### src/rtl/qtmr_pkg.sv
package qtmr_pkg;
  localparam int unsigned REG_AW   = 3;
  localparam int unsigned NUM_TICK = 4;
  localparam int unsigned TICK_SW  = $clog2(NUM_TICK);

  localparam logic [REG_AW-1:0] A_CTRL = 3'd0;
  localparam logic [REG_AW-1:0] A_MODE = 3'd1;
  localparam logic [REG_AW-1:0] A_CNT  = 3'd2;
  localparam logic [REG_AW-1:0] A_GRA  = 3'd3;
  localparam logic [REG_AW-1:0] A_GRB  = 3'd4;
  localparam logic [REG_AW-1:0] A_STAT = 3'd5;

  typedef enum logic [1:0] {
    CLR_OFF  = 2'd0,
    CLR_ON_A = 2'd1,
    CLR_ON_B = 2'd2,
    CLR_OFF2 = 2'd3
  } clr_sel_e;

  typedef enum logic [1:0] {
    EDG_RISE  = 2'd0,
    EDG_FALL  = 2'd1,
    EDG_BOTH  = 2'd2,
    EDG_BOTH2 = 2'd3
  } edge_sel_e;

  typedef struct packed {
    clr_sel_e  clr;
    edge_sel_e edg;
    logic [2:0] src;
  } ctrl_t;
endpackage

### src/rtl/qtmr_sync_edge.sv
module qtmr_sync_edge #(
  parameter int unsigned N      = 2,
  parameter int unsigned STAGES = 2
) (
  input  logic         clk,
  input  logic         rst_n,
  input  logic [N-1:0] din,
  output logic [N-1:0] lvl,
  output logic [N-1:0] prev
);
  for (genvar i = 0; i < N; i++) begin : g_bit
    logic [STAGES-1:0] sh;
    always_ff @(posedge clk or negedge rst_n) begin
      if (!rst_n) begin
        sh      <= '0;
        prev[i] <= 1'b0;
      end else begin
        sh      <= {sh[STAGES-2:0], din[i]};
        prev[i] <= sh[STAGES-1];
      end
    end
    assign lvl[i] = sh[STAGES-1];
  end
endmodule

### src/rtl/qtmr_qdec.sv
module qtmr_qdec (
  input  logic [1:0] cur,   // {A,B}
  input  logic [1:0] old,   // {A,B} one cycle earlier
  output logic       up,
  output logic       dn
);
  function automatic logic fwd(input logic [1:0] f, input logic [1:0] t);
    return (f == 2'b00 && t == 2'b10) || (f == 2'b10 && t == 2'b11) ||
           (f == 2'b11 && t == 2'b01) || (f == 2'b01 && t == 2'b00);
  endfunction

  always_comb begin
    up = fwd(old, cur);
    dn = fwd(cur, old);
  end
endmodule

### src/rtl/qtmr_counter.sv
module qtmr_counter #(
  parameter int unsigned W = 16
) (
  input  logic         clk,
  input  logic         rst_n,
  input  logic         wr_en,
  input  logic [W-1:0] wr_val,
  input  logic         clr,
  input  logic         inc,
  input  logic         dec,
  output logic [W-1:0] cnt,
  output logic         wrap_up,
  output logic         wrap_dn
);
  logic [W-1:0] nxt;

  always_comb begin
    nxt     = cnt;
    wrap_up = 1'b0;
    wrap_dn = 1'b0;
    if (wr_en) begin
      nxt = wr_val;
    end else if (clr) begin
      nxt = '0;
    end else if (inc) begin
      nxt     = cnt + 1'b1;
      wrap_up = &cnt;
    end else if (dec) begin
      nxt     = cnt - 1'b1;
      wrap_dn = ~|cnt;
    end
  end

  always_ff @(posedge clk or negedge rst_n) begin
    if (!rst_n) cnt <= '0;
    else        cnt <= nxt;
  end


  one_step_chk: assert property (@(posedge clk) disable iff (!rst_n)
    (!wr_en && !clr) |=> (cnt == $past(cnt) || cnt == $past(cnt) + 1'b1 ||
                          cnt == $past(cnt) - 1'b1));

  clear_next_chk: assert property (@(posedge clk) disable iff (!rst_n)
    (clr && !wr_en) |=> (cnt == '0));

  sw_write_chk: assert property (@(posedge clk) disable iff (!rst_n)
    wr_en |=> (cnt == $past(wr_val)));
endmodule

### src/rtl/qtmr_channel.sv
module qtmr_channel
  import qtmr_pkg::*;
#(
  parameter int unsigned CW = 16
) (
  input  logic                clk,
  input  logic                rst_n,
  input  logic                bus_wr,
  input  logic [REG_AW-1:0]   bus_addr,
  input  logic [CW-1:0]       bus_wdata,
  output logic [CW-1:0]       bus_rdata,
  input  logic [NUM_TICK-1:0] tick_in,
  input  logic                pin_a,
  input  logic                pin_b,
  output logic                pwm_out,
  output logic                irq_cmpa,
  output logic                irq_cmpb,
  output logic                irq_ovf
);
  localparam int unsigned CTRL_W = $bits(ctrl_t);

  ctrl_t        ctrl_q;
  logic         phase_q, pwm_en_q, fdir_q;
  logic [CW-1:0] gra_q, grb_q, cnt;
  logic         fl_a, fl_b, fl_ovf;
  logic [1:0]   s_lvl, s_prev, pin_evt;
  logic         q_up, q_dn, norm_evt, inc, dec, clr;
  logic         match_a, match_b, wrap_up, wrap_dn;
  logic         wr_ctrl, wr_mode, wr_cnt, wr_gra, wr_grb, wr_stat;

  assign wr_ctrl = bus_wr && bus_addr == A_CTRL;
  assign wr_mode = bus_wr && bus_addr == A_MODE;
  assign wr_cnt  = bus_wr && bus_addr == A_CNT;
  assign wr_gra  = bus_wr && bus_addr == A_GRA;
  assign wr_grb  = bus_wr && bus_addr == A_GRB;
  assign wr_stat = bus_wr && bus_addr == A_STAT;

  qtmr_sync_edge #(.N(2), .STAGES(2)) u_sync (
    .clk(clk), .rst_n(rst_n), .din({pin_a, pin_b}), .lvl(s_lvl), .prev(s_prev)
  );

  qtmr_qdec u_qdec (.cur(s_lvl), .old(s_prev), .up(q_up), .dn(q_dn));

  // Per-pin edge event under the selected polarity (bit 1 = A, bit 0 = B)
  for (genvar p = 0; p < 2; p++) begin : g_pin
    always_comb begin
      unique case (ctrl_q.edg)
        EDG_RISE: pin_evt[p] = s_lvl[p] & ~s_prev[p];
        EDG_FALL: pin_evt[p] = ~s_lvl[p] & s_prev[p];
        default:  pin_evt[p] = s_lvl[p] ^ s_prev[p];
      endcase
    end
  end

  always_comb begin
    if (!ctrl_q.src[2])          norm_evt = tick_in[ctrl_q.src[TICK_SW-1:0]];
    else if (ctrl_q.src == 3'd4) norm_evt = pin_evt[1];
    else if (ctrl_q.src == 3'd5) norm_evt = pin_evt[0];
    else                         norm_evt = 1'b0;
  end

  assign inc     = phase_q ? q_up : norm_evt;
  assign dec     = phase_q & q_dn;
  assign match_a = (cnt == gra_q);
  assign match_b = (cnt == grb_q);
  assign clr     = (ctrl_q.clr == CLR_ON_A && match_a) ||
                   (ctrl_q.clr == CLR_ON_B && match_b);

  qtmr_counter #(.W(CW)) u_cnt (
    .clk(clk), .rst_n(rst_n), .wr_en(wr_cnt), .wr_val(bus_wdata), .clr(clr),
    .inc(inc), .dec(dec), .cnt(cnt), .wrap_up(wrap_up), .wrap_dn(wrap_dn)
  );

  always_ff @(posedge clk or negedge rst_n) begin
    if (!rst_n) begin
      ctrl_q   <= '0;
      phase_q  <= 1'b0;
      pwm_en_q <= 1'b0;
      fdir_q   <= 1'b0;
      gra_q    <= '1;
      grb_q    <= '1;
    end else begin
      if (wr_ctrl) ctrl_q <= ctrl_t'(bus_wdata[CTRL_W-1:0]);
      if (wr_mode) {fdir_q, pwm_en_q, phase_q} <= bus_wdata[2:0];
      if (wr_gra)  gra_q <= bus_wdata;
      if (wr_grb)  grb_q <= bus_wdata;
    end
  end

  // Flags: hardware set beats software clear-by-zero
  always_ff @(posedge clk or negedge rst_n) begin
    if (!rst_n) begin
      fl_a   <= 1'b0;
      fl_b   <= 1'b0;
      fl_ovf <= 1'b0;
    end else begin
      fl_a   <= match_a | (fl_a & ~(wr_stat & ~bus_wdata[0]));
      fl_b   <= match_b | (fl_b & ~(wr_stat & ~bus_wdata[1]));
      fl_ovf <= wrap_up | (wrap_dn & ~fdir_q) |
                (fl_ovf & ~(wr_stat & ~bus_wdata[2]));
    end
  end

  always_ff @(posedge clk or negedge rst_n) begin
    if (!rst_n)                   pwm_out <= 1'b0;
    else if (pwm_en_q && match_b) pwm_out <= 1'b0;
    else if (pwm_en_q && match_a) pwm_out <= 1'b1;
  end

  assign irq_cmpa = fl_a;
  assign irq_cmpb = fl_b;
  assign irq_ovf  = fl_ovf;

  always_comb begin
    bus_rdata = '0;
    unique case (bus_addr)
      A_CTRL:  bus_rdata[CTRL_W-1:0] = ctrl_q;
      A_MODE:  bus_rdata[4:0] = {2'b11, fdir_q, pwm_en_q, phase_q};
      A_CNT:   bus_rdata = cnt;
      A_GRA:   bus_rdata = gra_q;
      A_GRB:   bus_rdata = grb_q;
      A_STAT:  bus_rdata[2:0] = {fl_ovf, fl_b, fl_a};
      default: bus_rdata = '0;
    endcase
  end


  ovf_wrap_chk: assert property (@(posedge clk) disable iff (!rst_n)
    wrap_up |=> irq_ovf);

  udf_fdir0_chk: assert property (@(posedge clk) disable iff (!rst_n)
    (wrap_dn && !fdir_q) |=> irq_ovf);

  hw_set_wins_chk: assert property (@(posedge clk) disable iff (!rst_n)
    match_a |=> irq_cmpa);

  pwm_fall_chk: assert property (@(posedge clk) disable iff (!rst_n)
    (pwm_en_q && match_b) |=> !pwm_out);

  pwm_hold_chk: assert property (@(posedge clk) disable iff (!rst_n)
    !pwm_en_q |=> (pwm_out == $past(pwm_out)));
endmodule

### config.mk
export PLATFORM = sky130hd
export DESIGN_NAME = qtmr_channel
export DESIGN_NICKNAME = d
export VERILOG_FILES = /design/src/rtl/qtmr_pkg.sv /design/src/rtl/qtmr_sync_edge.sv /design/src/rtl/qtmr_qdec.sv /design/src/rtl/qtmr_counter.sv /design/src/rtl/qtmr_channel.sv
export SDC_FILE = /design/constraint.sdc
export NUM_CORES = 1
export LEC_CHECK = 0
export BUFFER_PORTS_ARGS = -buffer_cell sky130_fd_sc_hd__buf_2
export CORE_ASPECT_RATIO = 0.7
export CORE_MARGIN = 1.5
export CORE_UTILIZATION = 60
export CTS_CLUSTER_DIAMETER = 40
export DETAILED_ROUTE_END_ITERATION = 8
export PLACE_DENSITY_LB_ADDON = 0.1
export SLEW_MARGIN = 20
export SYNTH_ARGS = -nofsm -noshare
export SYNTH_HDL_FRONTEND = slang
export SYNTH_SLANG_ARGS = --single-unit
### constraint.sdc
create_clock -name clk -period 7.5 [get_ports clk]
set_input_delay 1.125 -clock clk [delete_from_list [all_inputs] [get_ports clk]]
set_output_delay 1.125 -clock clk [all_outputs]
set_load 0.01 [all_outputs]
---- Yosys cells after proc, flatten, opt, wreduce, memory -nomap -nowiden ----
Index checks and enable logic that the tools add are counted.
word-level totals
  bits in registers ....................... 68
  input bits .............................. 28
  output and inout bits ................... 20
  word-level logic and storage cells ...... 126
cells by class
  add/sub/neg operators ................... 2
  $lt $le $gt $ge ......................... 1
  equality and inequality tests ........... 18
  mux-type cells .......................... 25
  bitwise gates (word level) .............. 29
  reduce and logical (&&, ||, !) cells .... 34
operators by type and width
  cell                                                 count
  two-way mux 16 bit                                   4
  equality test 16 bit                                 2
  one-hot mux 9 bit (3 select lines)                   1
  logical AND 1 bit                                    18
  one-hot mux 3 bit (6 select lines)                   1
  adder 16 x 1 -> 16 bit, second input constant        1
  AND reduction 16 bit                                 1
  OR reduction 16 bit                                  1
  subtractor 16 x 1 -> 16 bit, second input constant   1
  two-way mux 1 bit                                    14
  bitwise AND 1 bit                                    12
  equality test 3 bit, second input constant           4
  NOT 1 bit                                            11
  equality test 2 bit, second input constant           5
  one-hot mux 2 bit (5 select lines)                   1
  equality test 2 x 1 -> 1 bit, second input constant  4
  one-hot mux 2 bit (4 select lines)                   1
  logical OR 1 bit                                     7
  equality test 3 x 2 -> 1 bit, second input constant  2
  zero test 2 bit                                      3
  bitwise OR 1 bit                                     4
  one-hot mux 1 bit (2 select lines)                   2
  nonzero test 4 bit                                   1
  equality test 3 x 1 -> 1 bit, second input constant  1
  6 further kinds                                      7

---- Longest topological paths before layout ----
  word-level depth ........................ 13
  mapped depth ............................ 15
  mapped depth without buffers ............ 15

---- Modules after synthesis ----
From an unflattened synthesis, not the netlist that was laid out.
unflattened totals
  cells, all modules ...................... 457
  area total of the unflattened synthesis .. 4683.2 µm²
modules (own cells, without submodules)
  module          times used  cells each  area each (µm²)  sequential area each (µm²)
  qtmr_channel    1           251         2841.5           1191.1
  qtmr_counter    1           194         1649.1           400.4
  qtmr_sync_edge  1           8           165.2            150.1
  qtmr_qdec       1           4           27.5             0.0

---- Worst setup path before layout ----
No wires, ideal clock.
  kind .................................... input port to flip-flop
  from .................................... input port tick_in[3]
  to ...................................... register u_cnt.cnt[10]
  data arrival time ....................... 3659 ps
  setup slack ............................. 3720 ps
  cell stages on the path ................. 13
  buffers on the path ..................... 0
  cell sequence ........................... mux4_2 > o21bai_1 > a41oi_2 > nor2_1 > xnor2_1 > ha_1 > or2_2 > or3_1 > nor2_1 > nor4b_1 > a31o_2 > a31oi_1 > o22a_1
between the ends
  word-level cells in the longest chain between the ends .. 7
  elaborated cells on any way between the ends .. 8
  those cells by class .................... 7 x mux; 1 x reduce/logical
ends and longest elaborated chain
  item                                         RTL line            source
  start: declaration                           qtmr_channel.sv:12  input logic [NUM_TICK-1:0] tick_in,
  binary-select mux 1 bit (select 2 bit) (*)   qtmr_channel.sv:56  if (!ctrl_q.src[2]) norm_evt = tick_in[ctrl_q.src[TICK_SW-1:0]];
  two-way mux 1 bit (not written as such) (*)  qtmr_channel.sv:56
  two-way mux 1 bit (*)                        qtmr_channel.sv:56
  two-way mux 1 bit (*)                        qtmr_channel.sv:62  assign inc = phase_q ? q_up : norm_evt;
  two-way mux 16 bit                           qtmr_counter.sv:25  end else if (inc) begin
  two-way mux 16 bit                           qtmr_counter.sv:23  end else if (clr) begin
  two-way mux 16 bit                           qtmr_counter.sv:21  if (wr_en) begin
  end signal: assignment                       qtmr_counter.sv:36  else cnt <= nxt;
  end: declaration                             qtmr_counter.sv:11  output logic [W-1:0] cnt,
Every way passes the cells marked *; elsewhere a longest branch is shown, timed or not. The select of a mux whose other input is x is not followed.
A chain may end at the register's enable or synchronous reset.

---- Worst setup path after layout ----
  from .................................... input port bus_addr[0]
  to ...................................... output port bus_rdata[15]
between the ends
  word-level cells in the longest chain between the ends .. 2
  elaborated cells on any way between the ends .. 4
  those cells by class .................... 3 x eq/ne; 1 x mux
ends and longest elaborated chain
  item                                                                 RTL line             source
  start: declaration                                                   qtmr_channel.sv:9    input logic [REG_AW-1:0] bus_addr,
  equality test 3 bit or equality test 3 x 2 -> 1 bit (tied branches)  qtmr_channel.sv:116  unique case (bus_addr)
  one-hot mux 9 bit (3 select lines) (*)                               qtmr_channel.sv:116
  end: declaration                                                     qtmr_channel.sv:11   output logic [CW-1:0] bus_rdata,
Every way passes the cells marked *; elsewhere a longest branch is shown, timed or not.

==> impl_metrics.env <==
export IMPL_status="finished clean"
export IMPL_avgViaCountPerCell=6.31
export IMPL_ctsRootBufferMaster="clkbuf_8"
export IMPL_drc=0
export IMPL_cp_arrival_ps=2850
export IMPL_dp_hpwl_mm=8.41
export IMPL_num_io_pins=48
export IMPL_post_drt_wl_per_cell_um=20.0
export IMPL_ant_nets=0
export IMPL_post_route_min_period_ps=3980
export IMPL_async_reset_ff_share_pct=100
export IMPL_synthToLayoutAreaGrowth_pct=9.69
export IMPL_yosys_top_cells_area="dfrtp_1 (20%), dfstp_2 (19%), mux2_2 (12%), xnor2_1 (6.8%), mux2i_1 (5.2%)"
export IMPL_start_kind="primary input"
export IMPL_setup_tns_final_ps=0
export IMPL_yosysUniqueCellTypes=59
export IMPL_yosysWarnings=0
export IMPL_cp_cell_sequence="buf_2, nor3_1, nand2_1, o21ai_0, buf_2"
export IMPL_fmax_ghz=0.251
export IMPL_place_area_um2=4640
export IMPL_clock_tree_htree_level_count=3
export IMPL_grt_pass1_wl_mm=18.4
export IMPL_grt_pass1_vias=3447
export IMPL_layout_drive_gt1_share_pct=31.4
export IMPL_cts_buffers=9
export IMPL_dr_pass1_iters=5
export IMPL_fillCellCount=552
export IMPL_synth_enable_flop_cells=0
export IMPL_yosysSeqAreaShare_pct=39.6
export IMPL_n_antenna_cell=0
export IMPL_cts_tree="yes"
export IMPL_worstMarginPinSlew_ps=1080
export IMPL_die_h_um=74.7
export IMPL_rows=25
export IMPL_synth_seq_cells=68
export IMPL_gr_usage_all_layers_pct=31.4
export IMPL_drt_iter0_drc=316
export IMPL_synth_net_count=484
export IMPL_p_leak_uw=0.00198
export IMPL_relSlewSlack_pct=27.3
export IMPL_synth_flop_cell="dfrtp_1"
export IMPL_drv_cap=0
export IMPL_required_ps=6380
export IMPL_wirelength_mm=11.6
export IMPL_clockBufferDepth=2
export IMPL_synth_area_per_cell_um2=9.76
export IMPL_min_period_over_period_pct=53.0
export IMPL_cp_max_fo=33
export IMPL_skew_ps=13.5
export IMPL_antenna_found_initial=0
export IMPL_clk_pin_slew_ps=70
export IMPL_power_density_nw_per_um2=300
export IMPL_post_cts_buffers=0
export IMPL_syn_inst=451
export IMPL_layout_nets=512
export IMPL_timing_worst_setup_path_type="primary input to output port"
export IMPL_hold_viol_final=0
export IMPL_critPathCaptureType="output port"
export IMPL_numPortBuffers=47
export IMPL_crit_top_cell="buf_2"
export IMPL_yosysTopAreaCellShare_pct=20.5
export IMPL_core_um2=6910
export IMPL_die_x_um=105
export IMPL_hold_buffers=0
export IMPL_design_area_um2=4830
export IMPL_start_util_pct=63.7
export IMPL_cts_repair_resized=0
export IMPL_gp_congestion=0.944
export IMPL_synth_area_leader_cell="dfrtp_1"
export IMPL_ff_latch_area_um2=1740
export IMPL_multi_input_area_um2=2440
export IMPL_syn_cell_area_um2=4400
export IMPL_numClockSinks=68
export IMPL_final_common_cell="buf_2"
export IMPL_layout_common_cells="buf_2 (47), mux2_2 (46), nand2_1 (39)"
export IMPL_final_setup_viol_count=0
export IMPL_max_stage_delay_ps=960
export IMPL_min_path_type="register to register"
export IMPL_slew_violations=0
export IMPL_clk_latency_ps=370
export IMPL_grt_max_degree=69
export IMPL_critPathSlowestCell="nor3_1"
export IMPL_max_vdd_ir_drop_mv=0.164
export IMPL_grt_ovfl_total=0
export IMPL_vias=3650
export IMPL_rsz0062_at_grt="no"
export IMPL_die_area_um2=7870
synthesized netlist by cell type (2+ instances only):
master and count:
o21ai_1 4, buf_2 7, nor3b_1 3, inv_1 21
nand4b_1 3, and2_1 7, dfstp_2 32, mux2_2 46
dfrtp_1 36, nand4_1 11, a2bb2oi_1 7, nor2_1 23
a31oi_1 7, nor4_1 5, or4_1 3, xor2_1 2
a221oi_2 2, ha_1 5, buf_1 3, o22ai_1 9
clkbuf_1 21, and3_1 2, nand2b_1 3, a21oi_1 8
nand2_1 39, o21ai_0 21, o31ai_1 3, o211ai_1 4
buf_4 2, and4_1 2, or3_1 5, mux4_2 2
or2_1 2, a221oi_1 5, nand3_1 9, nor3_1 7
xnor2_1 34, a22oi_1 3, mux2i_1 23
flip-flops by register name, summed over array words and instances, names as in the netlist, 2 cells and up:
| signal | cells |
|---|---|
| u_sync.prev | 2 |
| u_cnt.cnt | 16 |
| u_sync.g_bit.sh | 4 |
| grb_q | 16 |
| ctrl_q | 7 |
| gra_q | 16 |
cell type report:
| cell class | count | area share (%) |
|---|---|---|
| Clock buffer | 10 | 2.64 |
| Inverter | 22 | 1.71 |
| Timing Repair Buffer | 50 | 5.34 |
| Clock inverter | 6 | 1.32 |
| Tap cell | 94 | 2.44 |
| Multi-Input combinational cell | 328 | 50.5 |
| Sequential cell | 68 | 36.1 |
per-layer routing:
layer	GRT usage (%)	vias to the layer above	wire, µm
met5	0	-	0
met4	8.83	0	125
met3	7.19	13	1040
met2	46.2	166	5040
met1	46.9	1787	5380
li1	-	1684	-
critical path: cells and delay by family:
kind,cells,cell delay (ps)
AOI/OAI and AO/OA,1,140
and+or+nand+nor,2,1080
buffers and inverters,2,510
metrics by stage:
step | hold WS [ps] | total power (µW) | instances | utilization, % | setup WS, ps
global route | 365 | 1530 | 578 | 69.9 | 3240
detailed placement | 337 | 1140 | 562 | 67.1 | 3240
global placement | 332 | 1120 | 562 | 67.1 | 3340
CTS | 362 | 1440 | 578 | 69.9 | 3550
floorplan | 331 | 994 | 451 | - | 3720
finish | 361 | 1450 | 578 | 69.9 | 3520
logic make-up (layout without fill, tap and decap cells):
kind of cell    count (synthesis)  in the layout  synth area share (%)
xor+xnor                       36             36                  7.16
compound gates                 85             85                  13.4
mux                            71             71                  18.0
flops                          68             68                  39.6
fa+ha+maj                       5              5                  1.42
buf+inv                        55             88                  5.06
simple gates                  131            131                  15.3
worst paths after layout:
check | startpoint | slack, ps | endpoint | cells after the start
min in group asynchronous | rst_n | 960 | u_sync.g_bit[0].sh[0] | 2
worst max-delay path | bus_addr[0] | 3520 | bus_rdata[15] | 5
worst min-delay path | u_sync.g_bit[0].sh[0] | 360 | u_sync.g_bit[0].sh[1] | 0
worst max register to register | u_sync.g_bit[1].sh[1] | 3540 | u_cnt.cnt[10] | 14
worst min register to register | u_sync.g_bit[0].sh[0] | 360 | u_sync.g_bit[0].sh[1] | 0
max in group asynchronous | rst_n | 5990 | u_cnt.cnt[14] | 2
power by group:
| part | internal (µW) | total [µW] | leakage (µW) | switching, µW |
|---|---|---|---|---|
| Clock | 154 | 303 | 0.000101 | 149 |
| Combinational | 245 | 508 | 0.00110 | 263 |
| Sequential | 483 | 638 | 0.000785 | 155 |
Note: power is estimated with default switching activity, not from simulation.
